--- config.mk ---
export PLATFORM = sky130hd
export DESIGN_NAME = err_perf_counters
export DESIGN_NICKNAME = d
export VERILOG_FILES = /design/src/rtl/err_cnt_pkg.sv /design/src/rtl/err_sat_counter.sv /design/src/rtl/err_cnt_chan.sv /design/src/rtl/err_perf_counters.sv
export SDC_FILE = /design/constraint.sdc
export NUM_CORES = 1
export LEC_CHECK = 0
export BUFFER_PORTS_ARGS = -buffer_cell sky130_fd_sc_hd__buf_2
export CORE_MARGIN = 3
export CORE_UTILIZATION = 61
export CTS_CLUSTER_DIAMETER = 60
export DETAILED_ROUTE_END_ITERATION = 8
export PLACE_DENSITY = 0.78
export RECOVER_POWER = 100
export SLEW_MARGIN = 20
export SYNTH_ARGS = -nofsm -noshare
export SYNTH_HDL_FRONTEND = slang
export SYNTH_SLANG_ARGS = --single-unit
--- constraint.sdc ---
create_clock -name clk_i -period 2.4 [get_ports clk_i]
set_input_delay 0.48 -clock clk_i [delete_from_list [all_inputs] [get_ports clk_i]]
set_output_delay 0.48 -clock clk_i [all_outputs]
set_load 0.05 [all_outputs]
--- src/rtl/err_cnt_pkg.sv ---
package err_cnt_pkg;
  typedef enum logic [1:0] {
    REG_FLT_LO = 2'd0,
    REG_FLT_HI = 2'd1,
    REG_EB_LO  = 2'd2,
    REG_EB_HI  = 2'd3
  } reg_sel_e;

  localparam int unsigned NUM_CH = 2;
  localparam int unsigned CH_FLT = 0;
  localparam int unsigned CH_EB  = 1;
endpackage

--- src/rtl/err_sat_counter.sv ---
module err_sat_counter #(
  parameter int unsigned W = 14
) (
  input  logic         clk_i,
  input  logic         rst_ni,
  input  logic         clr_i,
  input  logic         inc_i,
  output logic [W-1:0] cnt_o
);
  localparam logic [W-1:0] MAX = '1;

  logic [W-1:0] cnt_q;

  // a clear restarts the period, and an event in the clear cycle lands in it
  always_ff @(posedge clk_i or negedge rst_ni) begin
    if (!rst_ni)                  cnt_q <= '0;
    else if (clr_i)               cnt_q <= {{(W-1){1'b0}}, inc_i};
    else if (inc_i && cnt_q != MAX) cnt_q <= cnt_q + 1'b1;
  end

  assign cnt_o = cnt_q;

  AST_NO_WRAP: assert property (@(posedge clk_i) disable iff (!rst_ni)
    (cnt_q == MAX && !clr_i) |=> cnt_q == MAX) else $error("wrap");
  AST_CLR_NEW_PERIOD: assert property (@(posedge clk_i) disable iff (!rst_ni)
    clr_i |=> cnt_q == W'($past(inc_i))) else $error("clr");
  AST_STEP: assert property (@(posedge clk_i) disable iff (!rst_ni)
    (!clr_i && inc_i && cnt_q != MAX) |=> cnt_q == $past(cnt_q) + 1'b1) else $error("step");
endmodule

--- src/rtl/err_cnt_chan.sv ---
module err_cnt_chan #(
  parameter int unsigned CNT_W  = 14,
  localparam int unsigned HALF_W = CNT_W / 2
) (
  input  logic              clk_i,
  input  logic              rst_ni,
  input  logic              poll_i,
  input  logic              tick_i,
  input  logic              inc_i,
  input  logic              rd_lo_i,
  input  logic              rd_hi_i,
  output logic [HALF_W-1:0] lo_o,
  output logic [HALF_W-1:0] hi_o
);
  logic [CNT_W-1:0]  cnt;
  logic [CNT_W-1:0]  snap_q;
  logic [HALF_W-1:0] hi_hold_q;
  logic              clr;

  assign clr = poll_i ? rd_hi_i : tick_i;

  err_sat_counter #(.W(CNT_W)) u_cnt (
    .clk_i  (clk_i),
    .rst_ni (rst_ni),
    .clr_i  (clr),
    .inc_i  (inc_i),
    .cnt_o  (cnt)
  );

  always_ff @(posedge clk_i or negedge rst_ni) begin
    if (!rst_ni) begin
      snap_q    <= '0;
      hi_hold_q <= '0;
    end else begin
      if (!poll_i && tick_i) snap_q <= cnt;
      // freeze upper half when the low byte goes out
      if (poll_i && rd_lo_i) hi_hold_q <= cnt[CNT_W-1:HALF_W];
    end
  end

  assign lo_o = poll_i ? cnt[HALF_W-1:0] : snap_q[HALF_W-1:0];
  assign hi_o = poll_i ? hi_hold_q       : snap_q[CNT_W-1:HALF_W];

  AST_SNAP_LOAD: assert property (@(posedge clk_i) disable iff (!rst_ni)
    (!poll_i && tick_i) |=> snap_q == $past(cnt)) else $error("snap");
  AST_SNAP_HOLD: assert property (@(posedge clk_i) disable iff (!rst_ni)
    (!poll_i && !tick_i) |=> $stable(snap_q)) else $error("hold");
  AST_HI_LATCH: assert property (@(posedge clk_i) disable iff (!rst_ni)
    (poll_i && rd_lo_i) |=> hi_hold_q == $past(cnt[CNT_W-1:HALF_W])) else $error("latch");
endmodule

--- src/rtl/err_perf_counters.sv ---
module err_perf_counters
  import err_cnt_pkg::*;
#(
  parameter int unsigned CNT_W = 14,
  localparam int unsigned HALF_W = CNT_W / 2,
  localparam int unsigned DW     = HALF_W + 1
) (
  input  logic          clk_i,
  input  logic          rst_ni,
  input  logic          poll_mode_i,
  input  logic          mf_locked_i,
  input  logic          fas_err_i,
  input  logic          crc_err_i,
  input  logic          ebit_err_i,
  input  logic          sec_tick_i,
  input  logic          rd_en_i,
  input  logic [1:0]    rd_addr_i,
  output logic [DW-1:0] rd_data_o
);
  logic [NUM_CH-1:0] inc;
  logic [HALF_W-1:0] lo [NUM_CH];
  logic [HALF_W-1:0] hi [NUM_CH];

  // fault source follows multiframe state; E bits only count when aligned
  assign inc[CH_FLT] = mf_locked_i ? crc_err_i : fas_err_i;
  assign inc[CH_EB]  = mf_locked_i & ebit_err_i;

  for (genvar c = 0; c < NUM_CH; c++) begin : g_ch
    logic rd_lo, rd_hi;
    assign rd_lo = rd_en_i && rd_addr_i == 2'(2*c);
    assign rd_hi = rd_en_i && rd_addr_i == 2'(2*c + 1);

    err_cnt_chan #(.CNT_W(CNT_W)) u_chan (
      .clk_i   (clk_i),
      .rst_ni  (rst_ni),
      .poll_i  (poll_mode_i),
      .tick_i  (sec_tick_i),
      .inc_i   (inc[c]),
      .rd_lo_i (rd_lo),
      .rd_hi_i (rd_hi),
      .lo_o    (lo[c]),
      .hi_o    (hi[c])
    );
  end

  always_comb begin
    unique case (reg_sel_e'(rd_addr_i))
      REG_FLT_LO: rd_data_o = {1'b1, lo[CH_FLT]};
      REG_FLT_HI: rd_data_o = {1'b1, hi[CH_FLT]};
      REG_EB_LO:  rd_data_o = {1'b1, lo[CH_EB]};
      default:    rd_data_o = {1'b1, hi[CH_EB]};
    endcase
  end

  AST_TOP_BIT: assert property (@(posedge clk_i) disable iff (!rst_ni)
    rd_data_o[DW-1]) else $error("top bit");
endmodule

* Yosys cells after proc, flatten, opt, wreduce, memory -nomap -nowiden
Index checks and enable logic that the tools add are counted.
** Operators by class
- $add $sub $neg :: 2
- Eq/ne operators :: 5
- Multiplexer cells :: 12
- Bitwise gates (word level) :: 1
- Reduce and logical (&&, ||, !) cells :: 13
** Operators with widths (count)
- $mux W14 :: 4
- $add A14 B1 Y14 const B :: 2
- $mux W7 :: 4
- $ne A14 B14 Y1 const B :: 2
- $pmux W7 S3 :: 1
- $logic_and A1 B1 Y1 :: 9
- $eq A2 B2 Y1 const B :: 2
- $reduce_bool A2 Y1 :: 2
- $mux W1 :: 3
- $eq A2 B1 Y1 const B :: 1
- $logic_not A2 Y1 :: 1
- $and A1 B1 Y1 :: 1
- $logic_not A1 Y1 :: 1
** Storage, ports and cells
- Flip-flop bits (word level) :: 70
- Input bits :: 11
- Output and inout bits :: 8
- Logic and storage cells :: 39

* Longest topological paths before layout
Gate-level depths: netlist of run 1.
- Depth in word-level cells :: 4
- Depth in mapped cells :: 6
- Depth with buffers taken out :: 5

* By module
Synthesis of run 1 repeated with hierarchy kept, for this count alone.
** Second synthesis, totals
- Cells, all modules :: 303
- Area total of the unflattened synthesis :: 3970.1 um^2
** Modules (own cells, without submodules)
- err_cnt_chan :: times used 2, cells an instance 63, area an instance 1016.0 um^2, sequential area each 525.5 um^2
- err_sat_counter :: times used 2, cells an instance 80, area an instance 848.3 um^2, sequential area each 350.3 um^2
- err_perf_counters :: times used 1, cells an instance 17, area an instance 241.5 um^2, sequential area each 0.0 um^2

* Least setup slack after synthesis of run 1
OpenSTA, ideal clock, no wires.
- Path type :: input -> output
- Start :: input port rd_addr_i[0]
- End :: output port rd_data_o[2]
- Arrival :: 1.789 ns
- Required time :: 1.920 ns
- Slack :: 0.131 ns
- Stages on the path :: 4
- Buffers on the path :: 2
- Path through :: buf_4 -> buf_4 -> mux4_1 -> mux2_2
** On the way
- Longest elaborated chain between the ends :: 2
- Elaborated cells between the ends (all ways) :: 4
- Those cells by class :: 2 x eq/ne; 1 x mux; 1 x reduce/logical
** Ends and longest elaborated chain
- from (decl) :: line err_perf_counters.sv:17 : input logic [1:0] rd_addr_i,
- $eq A2 B2 Y1, or another cell as far along :: line err_perf_counters.sv:47 : unique case (reg_sel_e'(rd_addr_i))
- $pmux W7 S3 * :: line err_perf_counters.sv:47
- to (decl) :: line err_perf_counters.sv:18 : output logic [DW-1:0] rd_data_o
Every way passes the cells marked *; elsewhere a longest branch is shown, timed or not.

* Final worst setup path of run 1
- Start :: input port rd_addr_i[0]
- End :: output port rd_data_o[6]
The elaborated chain is that of the path after synthesis.

==> results of run 1 <==
==> power breakdown <==
group | leakage, nW | internal, W | switching, W
clock network | 0.120 | 0.000721 | 0.000449
logic | 0.767 | 0.000128 | 0.000165
registers | 0.965 | 0.00123 | 0.0000469
total | 1.85 | 0.00208 | 0.000661
==> worst max-delay path, stage by stage <==
cell,delay (ns)
clkbuf_2,0.22
buf_12,0.17
mux4_2,0.50
mux2_2,0.27
buf_2,0.21
==> kinds of logic (layout without fill, tap and decap cells) <==
family          count (synthesis)  after routing  synth area share
simple gates                   83             83            0.1479
flops                          70             70            0.4793
mux                            64             64            0.2417
compound gates                 53             53           0.09415
buf+inv                        17             52           0.02431
fa+ha+maj                       2              2          0.006846
xor+xnor                        2              2          0.004794
other cells                     1              1          0.001026
==> layer usage <==
layer | GRT usage | share of wire | vias up
li1 | - | - | 1192
met1 | 0.3273 | 0.41 | 1350
met2 | 0.4344 | 0.53 | 65
met3 | 0.07044 | 0.049 | 14
met4 | 0.09064 | 0.016 | 0
met5 | 0 | 0 | -
==> layout make-up <==
class	count	area, µm²
timing repair buffer	31	193.9
fill	388	1536
sequential	70	1752
clock inverter	5	106.4
tap	72	90.09
clock buffer	11	141.4
multi-input combinational	205	1803
inverter	5	18.77
==> registers in the layout, indices dropped and copies added (netlist names) <==
name / count
g_ch.u_chan.snap_q: 28
g_ch.u_chan.u_cnt.cnt_o: 28
g_ch.u_chan.hi_hold_q: 14
==> worst paths after layout <==
path / to / slack [ns] / cells past startpoint
setup reg to reg: g_ch[0].u_chan.u_cnt.cnt_o[2]$_DFFE_PN0P_ / 0.30 / 5
min in group asynchronous: g_ch[0].u_chan.u_cnt.cnt_o[0]$_DFFE_PN0P_ / 0.56 / 1
setup / recovery: rd_data_o[6] / 0.07 / 5
max in group asynchronous: g_ch[0].u_chan.snap_q[6]$_DFFE_PN0P_ / 0.43 / 2
hold reg to reg: g_ch[1].u_chan.hi_hold_q[0]$_DFFE_PN0P_ / 0.49 / 2
hold / removal: g_ch[1].u_chan.hi_hold_q[0]$_DFFE_PN0P_ / 0.49 / 2
==> through the flow <==
stage | instances | setup slack, ns | hold slack, ns | area, µm²
after CTS | 399 | 0.08090 | 0.2118 | 4153
after detailed placement | 383 | 0.09410 | 0.4784 | 3905
after floorplan | 292 | 0.1313 | 0.1844 | 3655
final | 399 | 0.06799 | 0.4917 | 4105
after global placement | 383 | 0.1179 | 0.4599 | 3905
after global routing | 399 | 0.02860 | 0.5145 | 4105
==> cells in the final DEF (no fill, tap or decap), drive strengths merged, types with 6 or more instances in the layout <==
cell type	netlist	layout
o21ai	13	13
or3	11	11
clkbuf	3	23
o31ai	6	6
dfrtp	70	70
buf	9	19
nand2	24	24
or4	6	6
a21oi	17	17
mux2	48	48
mux4	14	14
nand3	6	6
nand4	7	7
==> results_dict.tcl, run 1 <==
set metrics [dict create \
    finalHoldViolCount 0 \
    clkLatencyLatePin_ns 0.35 \
    r2r_start "g_ch[0].u_chan.u_cnt.cnt_o[0]$_DFFE_PN0P_" \
    drtIter0Drc 204 \
    yosys-top-cells-count "70 x dfrtp_1, 47 x mux2_2, 24 x nand2_1" \
    first_pass_iters 5 \
    cts-htree-levels 3 \
    rsz0062_at_grt "no" \
    cts_setup_buffers 0 \
    yosysTopAreaCell "dfrtp_1" \
    total_power_w 0.002738 \
    final_core_util 0.7277 \
    layout-drive-gt1-share 0.3394 \
    fmax_mhz 428.8 \
    status "complete, but fails checks" \
    die_area_um2 6956 \
    vdd_ir_drop_max_v 0.0004932 \
    failed_checks "capacitance limit, slew limit" \
    synthTopCellsByArea "dfrtp_1 48%, mux2_2 14%, mux4_2 8.0%" \
    gp_congestion 0.8183 \
    ys_seq_area_frac 0.4793 \
    post_drt_wl_per_cell_um 20.39 \
    ctsRootBufferMaster "clkbuf_8" \
    finalCritPeriodShare 0.9717 \
    clk_pin_slew_ns 0.07 \
    critPathLaunch "rd_addr_i[0]" \
    numPortBuffers 17 \
    p_per_area_nw_per_um2 666.9 \
    syn_inst 292 \
    grt_max_degree 33 \
    worst_setup_path_start_kind "primary input" \
    areaGrowthSynthToFinish_pct 12.32 \
    die_w_um 83.41 \
    grt_first_pass_wirelength_um 14070 \
    clock_path_buffers 2 \
    final_nets 335 \
    critPathMaxFanout 6 \
    hp-start "g_ch[1].u_chan.hi_hold_q[0]$_DFFE_PN0P_" \
    synth_fp_nets 305 \
    hpwl_um 5933 \
    core_um2 5642 \
    yosysMostFrequentCell "dfrtp_1" \
    ios 19 \
    timing.final.crit_period_ns 2.332 \
    first_global_vias 2677 \
    routed_via_density 6.569 \
    setup_viol 0 \
    grt_overflow_total 0 \
    cts_tree "yes" \
    ys_types 52 \
    cts_resized 0 \
    vias 2621 \
    final_max_slew_viol_count 33 \
    synth_area_um2 3655 \
    synthFlopType "dfrtp_1" \
    synth_edf_count 0 \
    cts-buffers-inserted 9 \
    slew_headroom -0.1309 \
    fin_tns_setup_ns 0 \
    drtAntennaViolNets 0 \
    endpoint_kind "output port" \
    clock-sinks 70 \
    worst_ep_required_time_ns 1.92 \
    tightest_slew_ns 1.696 \
    async_flop_share 1.000 \
    ys.warnings.count 0 \
    path_class "in2out" \
    antenna_found_initial 0 \
    initial_core_util 0.6478 \
    rows 27 \
    synth.top_cell.area_share 0.4793 \
    die_y_um 83.41 \
    diodes 0 \
    cts_hold_buf 0 \
    arrival_ns 1.85 \
    ys_ff_latch 70 \
    grtUsageTotal 0.2602 \
    fin_skew_ns 0.009805 \
    avgSynthCellArea_um2 12.52 \
    min_path_type "reg2reg" \
    maxCapViolCount 1 \
    leakagePower_nw 1.853 \
    routed_wl_um 8137 \
    drc 0 \
]
No activity file was read; power rests on OpenSTA's default activity.
==> run 2: changes to the inputs <==
--- a/config.mk
+++ b/config.mk
@@ -6,6 +6,7 @@
 export NUM_CORES = 1
 export LEC_CHECK = 0
 export BUFFER_PORTS_ARGS = -buffer_cell sky130_fd_sc_hd__buf_2
+export CORE_ASPECT_RATIO = 1.5
 export CORE_MARGIN = 3
 export CORE_UTILIZATION = 61
 export CTS_CLUSTER_DIAMETER = 60
==> run 2 against run 1 <==
  * The flow now finishes without violations
  * Non-clock buffer count down 3
  * Routed wire length down 3.0%
  * Critical path type is now reg2out
  * Count of clock-buffer cells in the layout unchanged
  * Largest power group unchanged
  * Clock skew down 0.0025 ns
  * Critical path depth down 2
  * Clock power about the same
  * Fmax up 0.41%
==> results_dict.tcl, run 2 (synthesized netlist as in run 1, its figures left out) <==
set metrics [dict create \
    status "complete, no violations" \
    path_class "reg2out" \
    slowest_delay_ns 0.51 \
    total_power_w 0.002746 \
    fmax_mhz 430.6 \
    final_max_slew_viol_count 0 \
    placed_cells 378 \
    clock_path_buffers 2 \
    fin_skew_ns 0.007283 \
    grt_first_pass_wirelength_um 13580 \
    routed_via_density 6.642 \
    timing.final.crit_period_ns 2.322 \
    first_pass_iters 4 \
    ctsRootBufferMaster "clkbuf_8" \
    p_comb_frac 0.101 \
    finalCritPeriodShare 0.9677 \
    rsz0062_at_grt "no" \
    slew_headroom 0.04521 \
    cts-buffers-inserted 9 \
    post_drt_wl_per_cell_um 20.03 \
    gp_congestion 0.8726 \
    grt_overflow_total 0 \
    n_fill_cell 402 \
    ios 19 \
    tightest_slew_ns 1.432 \
    vdd_ir_drop_max_v 0.0004313 \
    die_area_um2 6975 \
    drtAntennaViolNets 0 \
    drc 0 \
    arrival_ns 1.84 \
    routed_wl_um 7891 \
    clkPwrFrac 0.433 \
    rows 33 \
    grtUsageTotal 0.2497 \
    worst_ep_required_time_ns 1.92 \
    critPathMaxFanout 9 \
    diodes 0 \
    areaGrowthSynthToFinish_pct 11.30 \
    cts-htree-levels 3 \
    endpoint_kind "output port" \
    core_um2 5615 \
    grt_max_degree 44 \
    seqPwrFrac 0.466 \
    initial_core_util 0.6508 \
    setup_viol 0 \
    fin_tns_setup_ns 0 \
    layoutNonFillerInstCount 394 \
    mostFrequentLayoutCell "dfrtp_1" \
    vias 2617 \
    p_sw_frac 0.2369 \
    worst_setup_path_start_kind "flip-flop" \
    numPortBuffers 17 \
    worstPathCellList "mux4_1 -> mux2_2 -> clkbuf_2" \
    clk_pin_slew_ns 0.07 \
    layout_setup_ws_ns 0.07754 \
    worst-path-buf-inv 1 \
    min_path_type "in2async" \
    p_sw_w 0.0006507 \
    die_y_um 100.8 \
    die_w_um 69.20 \
    critical-path-top-delay-family "multiplexers" \
    layout_common_cells "70 x dfrtp_1, 47 x mux2_2, 24 x nand2_1" \
    pre_cts_slack_ns -0.06130 \
    intPower_w 0.002095 \
    antenna_found_initial 0 \
    layout-drive-gt1-share 0.3302 \
    drtIter0Drc 200 \
    holdWs_ns 0.4605 \
    p_per_area_nw_per_um2 675.1 \
    hpwl_um 5777 \
    maxCapViolCount 0 \
    first_global_vias 2771 \
    cts_tree "yes" \
    clock-sinks 70 \
    leakagePower_nw 1.838 \
    cts_setup_buffers 0 \
    clkLatencyLatePin_ns 0.35 \
    finalHoldViolCount 0 \
    cp_slowest_cell "mux4_1" \
    final_nets 332 \
]
-- run 2: cell count changes in the layout (fill, tap and decap cells not counted), sizes merged --
cell / previous run / this run
buf: 19 / 14
clkbuf: 23 / 25
clkinv: 1 / 0
clkinvlp: 1 / 2
-- run 2: layout make-up --
type                    instances  area (µm²)  share of cell area
flip-flops and latches         70        1752              0.4306
well taps                      70       87.58             0.02153
clock inverters                 5       105.1             0.02584
clock buffers                  11       151.4             0.03722
repair buffers                 28       150.1             0.03691
multi-input cells             205        1803              0.4432
inverters                       5       18.77            0.004614
-- run 2: final timing paths --
kind	startpoint	endpoint	slack, ns	depth (start not counted)
max in group asynchronous	rst_ni	g_ch[1].u_chan.hi_hold_q[5]$_DFFE_PN0P_	0.55	2
setup / recovery	g_ch[0].u_chan.u_cnt.cnt_o[2]$_DFFE_PN0P_	rd_data_o[2]	0.08	3
hold reg to reg	g_ch[1].u_chan.snap_q[5]$_DFFE_PN0P_	g_ch[1].u_chan.snap_q[5]$_DFFE_PN0P_	0.51	1
min in group clk_i	g_ch[1].u_chan.snap_q[5]$_DFFE_PN0P_	g_ch[1].u_chan.snap_q[5]$_DFFE_PN0P_	0.51	1
hold / removal	rst_ni	g_ch[0].u_chan.snap_q[1]$_DFFE_PN0P_	0.46	1
setup reg to reg	g_ch[0].u_chan.u_cnt.cnt_o[1]$_DFFE_PN0P_	g_ch[0].u_chan.u_cnt.cnt_o[3]$_DFFE_PN0P_	0.35	5
-- run 2: what timing repair did --
action                                  in CTS  in global routing
gates resized for setup                      1                  0
endpoints found under the setup margin       7                  0
hold buffers                                 0                  0
-- run 2: stage by stage --
stage,instance area (µm²),utilization
3_3_place_gp,3855,0.6865
4_1_cts,4114,0.7326
5_1_grt,4068,0.7244
2_1_floorplan,3655,-
6_report,4068,0.7244
3_5_place_dp,3855,0.6865
-- run 2: power by group through the flow --
stage	Combinational, W	Sequential, W	Clock (W)
2_1_floorplan	0.000201	0.00128	0
3_3_place_gp	0.000278	0.00130	0
3_5_place_dp	0.000288	0.00130	0
4_1_cts	0.000289	0.00128	0.00120
5_1_grt	0.000303	0.00129	0.00125
6_report	0.000278	0.00128	0.00119
-- run 2: worst reg2reg max path, delay by kind of cell (launching register included) --
family	cells	cell delay [ns]
adder cells (fa/ha/maj)	1	0.25
AO/OA/AOI/OAI	2	0.36
flip-flops	1	0.43
AND/OR/NAND/NOR	2	0.94
-- run 2: layer usage --
layer	wire (µm)	vias to the layer above	GRT usage
met5	0	-	0
met4	229	0	0.1218
met3	261	22	0.03493
met2	4349	65	0.4463
met1	3051	1348	0.2946
li1	-	1182	-
